===== src/rtl/exu_pkg.sv =====
package exu_pkg;

   typedef enum logic [3:0] {
      OP_AND = 4'd0,  OP_EOR = 4'd1,  OP_SUB = 4'd2,  OP_RSB = 4'd3,
      OP_ADD = 4'd4,  OP_ADC = 4'd5,  OP_SBC = 4'd6,  OP_RSC = 4'd7,
      OP_TST = 4'd8,  OP_TEQ = 4'd9,  OP_CMP = 4'd10, OP_CMN = 4'd11,
      OP_ORR = 4'd12, OP_MOV = 4'd13, OP_BIC = 4'd14, OP_MVN = 4'd15
   } alu_op_e;

   typedef enum logic [1:0] {
      SH_LSL = 2'd0, SH_LSR = 2'd1, SH_ASR = 2'd2, SH_ROR = 2'd3
   } shift_e;

   typedef struct packed {
      logic n;
      logic z;
      logic c;
      logic v;
   } flags_t;

   function automatic logic op_is_test(input logic [3:0] op);
      return op[3:2] == 2'b10;
   endfunction

endpackage


===== src/rtl/exu_imm_expand.sv =====
module exu_imm_expand #(
   parameter int DATA_W = 32,
   parameter int IMM_W  = 8,
   parameter int ROT_W  = 4
) (
   input  logic [IMM_W-1:0]  imm,
   input  logic [ROT_W-1:0]  rot,
   input  logic              c_in,
   output logic [DATA_W-1:0] value,
   output logic              c_out
);
   localparam int NROT = 1 << ROT_W;

   logic [DATA_W-1:0] base;
   logic [DATA_W-1:0] cand [NROT];

   assign base = {{(DATA_W-IMM_W){1'b0}}, imm};

   for (genvar k = 0; k < NROT; k++) begin : g_rot
      logic [2*DATA_W-1:0] dbl;
      assign dbl     = {base, base} >> (2 * k);
      assign cand[k] = dbl[DATA_W-1:0];
   end

   assign value = cand[rot];
   assign c_out = (rot == '0) ? c_in : value[DATA_W-1];

endmodule


===== src/rtl/exu_barrel.sv =====
module exu_barrel
   import exu_pkg::*;
#(
   parameter int DATA_W = 32,
   parameter int AMT_W  = 8
) (
   input  logic [DATA_W-1:0] val,
   input  shift_e            kind,
   input  logic [AMT_W-1:0]  amt,
   input  logic              rrx,
   input  logic              c_in,
   output logic [DATA_W-1:0] res,
   output logic              c_out
);
   localparam int SHW = $clog2(DATA_W);
   localparam logic [AMT_W-1:0] FULL = AMT_W'(DATA_W);

   logic [DATA_W:0]        lsl_x;
   logic [DATA_W:0]        lsr_x;
   logic signed [DATA_W:0] asr_x;
   logic [AMT_W-1:0]       asr_amt;
   logic [2*DATA_W-1:0]    ror_x;
   logic [SHW-1:0]         ror_amt;

   always_comb begin
      asr_amt = (amt > FULL) ? FULL : amt;
      ror_amt = amt[SHW-1:0];
      lsl_x   = {1'b0, val} << amt;
      lsr_x   = {val, 1'b0} >> amt;
      asr_x   = $signed({val, 1'b0}) >>> asr_amt;
      ror_x   = {val, val} >> ror_amt;
   end

   always_comb begin
      res   = val;
      c_out = c_in;
      if (rrx) begin
         res   = {c_in, val[DATA_W-1:1]};
         c_out = val[0];
      end else if (amt != '0) begin
         unique case (kind)
            SH_LSL: begin
               if (amt > FULL) begin
                  res   = '0;
                  c_out = 1'b0;
               end else begin
                  res   = lsl_x[DATA_W-1:0];
                  c_out = lsl_x[DATA_W];
               end
            end
            SH_LSR: begin
               if (amt > FULL) begin
                  res   = '0;
                  c_out = 1'b0;
               end else begin
                  res   = lsr_x[DATA_W:1];
                  c_out = lsr_x[0];
               end
            end
            SH_ASR: begin
               res   = asr_x[DATA_W:1];
               c_out = asr_x[0];
            end
            default: begin
               res   = ror_x[DATA_W-1:0];
               c_out = ror_x[DATA_W-1];
            end
         endcase
      end
   end

endmodule


===== src/rtl/exu_alu.sv =====
module exu_alu
   import exu_pkg::*;
#(
   parameter int DATA_W = 32
) (
   input  alu_op_e           op,
   input  logic [DATA_W-1:0] a,
   input  logic [DATA_W-1:0] b,
   input  logic              c_in,
   input  logic              v_in,
   input  logic              sh_c,
   output logic [DATA_W-1:0] res,
   output flags_t            fl
);
   logic [DATA_W-1:0] x, y;
   logic              ci;
   logic              arith;
   logic [DATA_W:0]   sum;

   always_comb begin
      x     = a;
      y     = b;
      ci    = 1'b0;
      arith = 1'b1;
      unique case (op)
         OP_ADD, OP_CMN: ci = 1'b0;
         OP_ADC:         ci = c_in;
         OP_SUB, OP_CMP: begin y = ~b; ci = 1'b1; end
         OP_SBC:         begin y = ~b; ci = c_in; end
         OP_RSB:         begin x = b; y = ~a; ci = 1'b1; end
         OP_RSC:         begin x = b; y = ~a; ci = c_in; end
         default:        arith = 1'b0;
      endcase
   end

   assign sum = {1'b0, x} + {1'b0, y} + {{DATA_W{1'b0}}, ci};

   always_comb begin
      unique case (op)
         OP_AND, OP_TST: res = a & b;
         OP_EOR, OP_TEQ: res = a ^ b;
         OP_ORR:         res = a | b;
         OP_MOV:         res = b;
         OP_BIC:         res = a & ~b;
         OP_MVN:         res = ~b;
         default:        res = sum[DATA_W-1:0];
      endcase
   end

   always_comb begin
      fl.n = res[DATA_W-1];
      fl.z = (res == '0);
      fl.c = arith ? sum[DATA_W] : sh_c;
      fl.v = arith ? ((x[DATA_W-1] == y[DATA_W-1]) && (sum[DATA_W-1] != x[DATA_W-1]))
                   : v_in;
   end

endmodule


===== src/rtl/exu_cond.sv =====
module exu_cond
   import exu_pkg::*;
(
   input  logic [3:0] cond,
   input  flags_t     fl,
   output logic       pass
);
   logic base;

   always_comb begin
      unique case (cond[3:1])
         3'd0:    base = fl.z;
         3'd1:    base = fl.c;
         3'd2:    base = fl.n;
         3'd3:    base = fl.v;
         3'd4:    base = fl.c & ~fl.z;
         3'd5:    base = (fl.n == fl.v);
         3'd6:    base = ~fl.z & (fl.n == fl.v);
         default: base = 1'b1;
      endcase
   end

   assign pass = (cond == 4'hF) ? 1'b0 : (cond[0] ? ~base : base);

endmodule


===== src/rtl/exu_shifted_alu.sv =====
module exu_shifted_alu
   import exu_pkg::*;
#(
   parameter int DATA_W = 32,
   parameter int IMM_W  = 8,
   parameter int ROT_W  = 4,
   parameter int AMT_W  = 8
) (
   input  logic              clk,
   input  logic              rst_n,
   input  logic              op_valid,
   input  logic [3:0]        cond,
   input  logic [3:0]        opcode,
   input  logic              set_flags,
   input  logic [DATA_W-1:0] rn_val,
   input  logic              use_imm,
   input  logic [IMM_W-1:0]  imm_val,
   input  logic [ROT_W-1:0]  imm_rot,
   input  logic [DATA_W-1:0] rm_val,
   input  logic [1:0]        shift_kind,
   input  logic              shift_by_reg,
   input  logic [$clog2(DATA_W)-1:0] shift_imm,
   input  logic [DATA_W-1:0] rs_val,
   output logic [DATA_W-1:0] result,
   output logic              rd_we,
   output logic [3:0]        flags
);
   localparam int SHW = $clog2(DATA_W);
   localparam logic [AMT_W-1:0] FULL_AMT = AMT_W'(DATA_W);

   if (DATA_W != 2 * (1 << ROT_W)) begin : g_bad_rot
      $error("rotate field must span the full data width");
   end
   if (IMM_W > DATA_W || IMM_W < 1) begin : g_bad_imm
      $error("immediate width out of range");
   end
   if (AMT_W < SHW + 1 || DATA_W >= (1 << AMT_W)) begin : g_bad_amt
      $error("shift amount field too narrow");
   end
   if ((1 << SHW) != DATA_W) begin : g_bad_w
      $error("data width must be a power of two");
   end

   flags_t flags_q, flags_d, alu_fl;
   shift_e kind;
   logic [DATA_W-1:0] imm_op2, sh_op2, op2, alu_res;
   logic              imm_c, sh_c, op2_c, pass, is_test, upd;
   logic [AMT_W-1:0]  amt;
   logic              rrx;

   assign kind    = shift_e'(shift_kind);
   assign is_test = op_is_test(opcode);

   always_comb begin
      rrx = 1'b0;
      if (shift_by_reg) begin
         amt = rs_val[AMT_W-1:0];
      end else if (shift_imm == '0 && (kind == SH_LSR || kind == SH_ASR)) begin
         amt = FULL_AMT;
      end else begin
         amt = AMT_W'(shift_imm);
         rrx = (kind == SH_ROR) && (shift_imm == '0);
      end
   end

   exu_imm_expand #(.DATA_W(DATA_W), .IMM_W(IMM_W), .ROT_W(ROT_W)) u_imm (
      .imm(imm_val), .rot(imm_rot), .c_in(flags_q.c), .value(imm_op2), .c_out(imm_c)
   );

   exu_barrel #(.DATA_W(DATA_W), .AMT_W(AMT_W)) u_shift (
      .val(rm_val), .kind(kind), .amt(amt), .rrx(rrx), .c_in(flags_q.c),
      .res(sh_op2), .c_out(sh_c)
   );

   assign op2   = use_imm ? imm_op2 : sh_op2;
   assign op2_c = use_imm ? imm_c   : sh_c;

   exu_alu #(.DATA_W(DATA_W)) u_alu (
      .op(alu_op_e'(opcode)), .a(rn_val), .b(op2), .c_in(flags_q.c),
      .v_in(flags_q.v), .sh_c(op2_c), .res(alu_res), .fl(alu_fl)
   );

   exu_cond u_cond (.cond(cond), .fl(flags_q), .pass(pass));

   assign result = alu_res;
   assign rd_we  = op_valid && pass && !is_test;
   assign upd    = op_valid && pass && (set_flags || is_test);
   assign flags_d = upd ? alu_fl : flags_q;

   always_ff @(posedge clk or negedge rst_n) begin
      if (!rst_n) flags_q <= '0;
      else        flags_q <= flags_d;
   end

   assign flags = flags_q;

   a_r7_test_no_write: assert property (@(posedge clk) disable iff (!rst_n)
      (op_valid && opcode[3:2] == 2'b10) |-> !rd_we);

   a_r9_flags_hold: assert property (@(posedge clk) disable iff (!rst_n)
      !(op_valid && (set_flags || opcode[3:2] == 2'b10)) |=> $stable(flags));

   a_r8_always_commits: assert property (@(posedge clk) disable iff (!rst_n)
      (op_valid && cond == 4'hE && opcode[3:2] != 2'b10) |-> rd_we);

   a_r8_never_commits: assert property (@(posedge clk) disable iff (!rst_n)
      (op_valid && cond == 4'hF) |-> !rd_we);

   a_r8_never_keeps_flags: assert property (@(posedge clk) disable iff (!rst_n)
      (op_valid && cond == 4'hF) |=> $stable(flags));

   a_r5_zero_flag: assert property (@(posedge clk) disable iff (!rst_n)
      (rd_we && set_flags) |=> (flags[2] == ($past(result) == '0)));

   a_r5_neg_flag: assert property (@(posedge clk) disable iff (!rst_n)
      (rd_we && set_flags) |=> (flags[3] == $past(result[DATA_W-1])));

   a_r6_logic_keeps_v: assert property (@(posedge clk) disable iff (!rst_n)
      (rd_we && set_flags && (opcode inside {4'd0, 4'd1, 4'd12, 4'd13, 4'd14, 4'd15}))
      |=> (flags[0] == $past(flags[0])));

endmodule


===== config.mk =====
export PLATFORM = sky130hd
export DESIGN_NAME = exu_shifted_alu
export DESIGN_NICKNAME = d
export VERILOG_FILES = /design/src/rtl/exu_pkg.sv /design/src/rtl/exu_imm_expand.sv /design/src/rtl/exu_barrel.sv /design/src/rtl/exu_alu.sv /design/src/rtl/exu_cond.sv /design/src/rtl/exu_shifted_alu.sv
export SDC_FILE = /design/constraint.sdc
export NUM_CORES = 1
export LEC_CHECK = 0
export ABC_AREA = 1
export BUFFER_PORTS_ARGS = -buffer_cell sky130_fd_sc_hd__buf_2
export CORE_MARGIN = 3
export CORE_UTILIZATION = 57
export DETAILED_ROUTE_END_ITERATION = 16
export PLACE_DENSITY = 0.89
export REMOVE_ABC_BUFFERS = 1
export SYNTH_ARGS = -nofsm -noshare
export SYNTH_HDL_FRONTEND = slang
export SYNTH_HIERARCHICAL = 1
export SYNTH_SLANG_ARGS = --single-unit

===== constraint.sdc =====
create_clock -name clk -period 6.2 [get_ports clk]
set_clock_uncertainty 0.2 [all_clocks]
set_input_delay 0.93 -clock clk [delete_from_list [all_inputs] [get_ports clk]]
set_output_delay 0.93 -clock clk [all_outputs]
set_load 0.03 [all_outputs]

==> flow_summary.yaml, run 1 <==
clock_tree:
  htreeDepth: 1
  cts_sinks: 4
  ctsRootBufferMaster: "clkbuf_16"
  numCtsBuffers: 3
  cts_buffer_depth: 2
grt:
  first_global_vias: 30804
  gr-total-overflow: 796
  grt_max_degree: 65
  grt_first_pass_wirelength_um: 180000
  track_usage: 0.839
floorplan:
  start_util: 0.586
  die_y_um: 165
  io-pin-count: 166
  fp-row-count: 57
  die_x_um: 165
synth:
  avgSynthCellArea_sq_um: 4.80
  synth_area_sq_um: 14400
  synthMuxAreaShare: 0.0413
  synth_seq_cells: 4
  ys_types: 53
  synth_top_family_by_area: "simple AND/OR/NAND/NOR gates"
  yosys_warnings: 6
  synth-compound-area-share: 0.187
  yosysSeqAreaShare: 0.00696
  synth_simple_gate_area_frac: 0.558
  synthCells: 2994
  synth-xor-area-share: 0.00305
  synthAdderAreaFrac: 0.0585
outcome:
  status: "aborted with a tool error"
  firstError: "[ERROR GRT-0116] Global routing finished with congestion. Check the congestion regions in the DRC Viewer."
  stop_stage: "5_1_grt"
placed_design:
  dpl.hpwl_um: 53600
  gp_congestion: 1.24
  pre_cts_slack_ps: -718
  io_buffers: 141
[layer usage]
metal / track usage / overflow
met1: 0.799 / 30
met2: 0.977 / 471
met4: 0.882 / 254
met5: 0.517 / 4
met3: 0.735 / 37
[cells by family after synthesis]
group                      count (synthesis)
and+or+nand+nor                         1899
buffers and inverters                    505
AOI/OAI and AO/OA                        471
adders and majority gates                 66
muxes                                     44
xor gates and xnor gates                   5
DFF                                        4
[synth_stat cells, drive strengths merged]
| library cell | count | share of area |
|---|---|---|
| a211oi | 14 | 0.0073 |
| mux2i | 11 | 0.0077 |
| nand3b | 23 | 0.012 |
| o211ai | 33 | 0.017 |
| nor2 | 202 | 0.057 |
| nand3 | 373 | 0.13 |
| nor4 | 2 | 0.00087 |
| a21oi | 96 | 0.033 |
| fa | 2 | 0.0028 |
| nand2 | 1228 | 0.32 |
| o22a | 1 | 0.00061 |
| o221ai | 32 | 0.019 |
| a31oi | 4 | 0.0017 |
| a221oi | 1 | 0.00061 |
| nor3b | 3 | 0.0016 |
| mux2 | 33 | 0.034 |
| a21boi | 1 | 0.00052 |
| dfrtp | 4 | 0.0070 |
| a22oi | 4 | 0.0021 |
| and2 | 4 | 0.0017 |
| o211a | 2 | 0.0014 |
| a311oi | 1 | 0.00061 |
| xnor2 | 2 | 0.0012 |
| ha | 64 | 0.056 |
| clkbuf | 66 | 0.017 |
| o2111ai | 3 | 0.0018 |
| o21ai | 264 | 0.093 |
| buf | 103 | 0.041 |
| o22ai | 6 | 0.0026 |
| or2 | 10 | 0.0044 |
| o21bai | 4 | 0.0023 |
| nand4 | 45 | 0.020 |
| nor3 | 9 | 0.0038 |
| inv | 332 | 0.087 |
| clkinv | 4 | 0.0010 |
| o21a | 5 | 0.0026 |
| xor2 | 3 | 0.0018 |
[timing repair]
| action | 4_1_cts |
|---|---|
| setup endpoints to repair | 32 |
| hold buffers | 0 |
| buffers inserted | 70 |
| gates resized for setup | 441 |
| gates cloned | 5 |
| pin swaps | 91 |
[through the flow]
step	util	cell area [sq um]	TNS, ps	cells	hold WS (ps)
2_1_floorplan	-	13500	-152830	2825	434
3_3_place_gp	0.725	17800	-8590	3676	328
3_5_place_dp	0.725	17800	-14750	3676	357
4_1_cts	0.813	20000	-2000	3754	304
==> run 2: changes to the inputs <==
- CORE_UTILIZATION: 57 -> 40
- PLACE_DENSITY: 0.89 -> unset
- PLACE_DENSITY_LB_ADDON: unset -> 0.15
- clock period: 6.2 -> 8.06 ns (I/O delays scaled with it)
==> flow_summary.yaml, run 2 <==
outcome:
  status: "finished clean"
clock_tree:
  cts_sinks: 4
  cts_tree: "done"
  numCtsBuffers: 3
  clkSlewWorstSetupHoldPaths_ps: 30
  htreeDepth: 1
  ctsRootBufferMaster: "clkbuf_16"
  ctsHoldBuffers: 0
  cts_buffer_depth: 2
  clkLatencyLatePin_ps: 220
layout:
  stdcell_count: 3563
  fin_util: 0.462
  largest_reg_flops: 4
  drive_gt1_frac: 0.124
  final_common_cell: "nand2_1"
  final_cell_mix: "nand2_1, nand3_1, inv_1"
  layout.nets: 3305
  areaGrowthSynthToFinish_pct: 12.3
  antenna_cells: 0
  stdcell_area_sq_um: 16100
routing:
  wl_um: 75100
  ant_nets: 0
  wl_met2_um: 33600
  drtIter0Drc: 2102
  wl_per_cell_um: 21.1
  wl_met1_um: 29400
  drt_first_pass_iters: 9
  top_layer: "met4"
  drcViolationCount: 0
  wl_met3_um: 6060
  vias: 20644
  viasPerCell: 5.79
grt:
  antenna_found_initial: 0
  grt_first_pass_wirelength_um: 110000
  first_global_vias: 18581
  gr-total-overflow: 0
  track_usage: 0.368
  grt_max_degree: 65
sta:
  slew_headroom: 0.221
  fin_ws_ps: 297
  hold_viol: 0
  rsz0062_at_grt: "false"
  fin_hold_ws_ps: 398
  setup_violations: 0
  period_share: 0.963
  slew_viol_final: 0
  worst_slew_pin_slew_ps: 1170
  fmax_mhz: 129
  layout_min_cycle_time_ps: 7760
setup_path:
  startpoint_type: "primary input"
  crit_path_frequent_cell: "nand2_1"
  r2r_slack_ps: 4210
  r2r_end: "flags[2]"
  worst-setup-path-type: "primary input to output port"
  critPathMaxStageDelay_ps: 350
  reg2reg_depth: 23
  cp-end-kind: "output port"
  crit_family: "simple AND/OR/NAND/NOR gates"
  reg2reg_from: "flags[1]"
  required_ps: 6650
  crit_buf_inv: 7
  cp_max_fo: 51
  worstPathArrival_ps: 6350
  cp-startpoint: "shift_by_reg"
  cp_slowest_cell: "ha_1"
synth:
  synthCells: 2994
  synth_seq_cells: 4
  ys_types: 53
  synthFlopType: "dfrtp_1"
  synth_top_area_cell: "nand2_1"
  yosysSeqAreaShare: 0.00696
  avgSynthCellArea_sq_um: 4.80
  synth-edff-count: 0
  synth_common_cells: "nand2_1, nand3_1, inv_1, o21ai_0, nor2_1"
  synth_area_sq_um: 14400
  yosysMostFrequentCell: "nand2_1"
  synthTopCellsByArea: "nand2_1, nand3_1, o21ai_0, inv_1, ha_1"
  yosys_warnings: 6
  synthArstFlopShare: 1.00
  synth_top_area_frac: 0.317
placed_design:
  dp.cells: 3559
  pre_cts_slack_ps: 354
  gp_congestion: 1.10
  dpl.hpwl_um: 61400
  io_buffers: 141
  placed_area_sq_um: 16000
floorplan:
  die_x_um: 196
  io-pin-count: 166
  die-area_sq_um: 38300
  core_sq_um: 35000
  fp-row-count: 68
  start_util: 0.411
  die_y_um: 196
worst_hold_path:
  holdCritPathClass: "flop to flop"
  hold_end: "flags[3]"
  holdPathStages: 2
  hold_start: "flags[3]"
power_and_ir_drop:
  p_leak_nw: 8.83
  power.density_nw_per_um2: 119
  peakVddDrop_v: 0.0000849
job:
  cap_viol_max_count: 0
## run 2: through the flow
stage | power [mW] | TNS (ps)
global route | 2.10 | 0
finish | 1.93 | 0
CTS | 1.89 | 0
floorplan | 1.14 | -104850
global placement | 1.79 | 0
detailed placement | 1.80 | 0
## run 2: layout make-up
cell class                 instances  area [sq um]
tap                              455           569
multi-input combinational       2485         12300
timing repair buffer             280          1870
fill                            4113         18800
clock buffer                       3          75.1
sequential                         4           100
inverter                         336          1270
## run 2: cells by family (layout without fill, tap and decap cells)
| group | Yosys count | in the layout | synth area share |
|---|---|---|---|
| and+or+nand+nor | 1899 | 1899 | 0.558 |
| adders and majority gates | 66 | 66 | 0.0585 |
| DFF | 4 | 4 | 0.00696 |
| buffers and inverters | 505 | 619 | 0.146 |
| AOI/OAI and AO/OA | 471 | 471 | 0.187 |
| muxes | 44 | 44 | 0.0413 |
| xor gates and xnor gates | 5 | 5 | 0.00305 |
## run 2: worst register-to-register path, stage by stage (launching register included)
cell     delay [ps]
dfrtp_1         500
nand3_1         120
o21ai_0         290
fa_2            310
inv_1            60
fa_1            400
inv_1           110
nand3_1          80
nand2_1         160
nand2_1          90
nand2_1         110
buf_4           140
nand2_1          50
nand3_1          60
nand2_1          70
nor2_1          100
nand3_1          80
nor2_1          160
nand2_1         200
nor2_1          150
nand2_1          60
nor2_1          140
nand3_1          90
nand2_1          70
## run 2: worst max-delay path by stage
stage / end / slack, ps / depth (start not counted)
floorplan: result[30] / -3320 / 31
global placement: result[27] / 390 / 33
detailed placement: result[31] / 350 / 35
CTS: result[31] / 350 / 35
global route: result[30] / 4 / 37
finish: result[27] / 300 / 36
## run 2: layer usage
layer | GRT usage | vias up
met4 | 0.233 | 0
met3 | 0.0181 | 218
met5 | 0 | -
li1 | - | 9991
met2 | 0.613 | 1122
met1 | 0.466 | 9313
## run 2: what timing repair did
item	in CTS	in global routing
endpoints found under the hold margin	0	0
gates resized for setup	0	20
setup endpoints to repair	0	11
buffers inserted	0	0
## run 2: where the power goes
part	switching [mW]	internal [mW]	leakage [nW]	total, mW
Sequential	0.0127	0.0261	0.0525	0.0388
Clock	0.0145	0.0634	0.0370	0.0779
Combinational	1.23	0.586	8.74	1.81
Note: power is estimated with default switching activity, not from simulation.
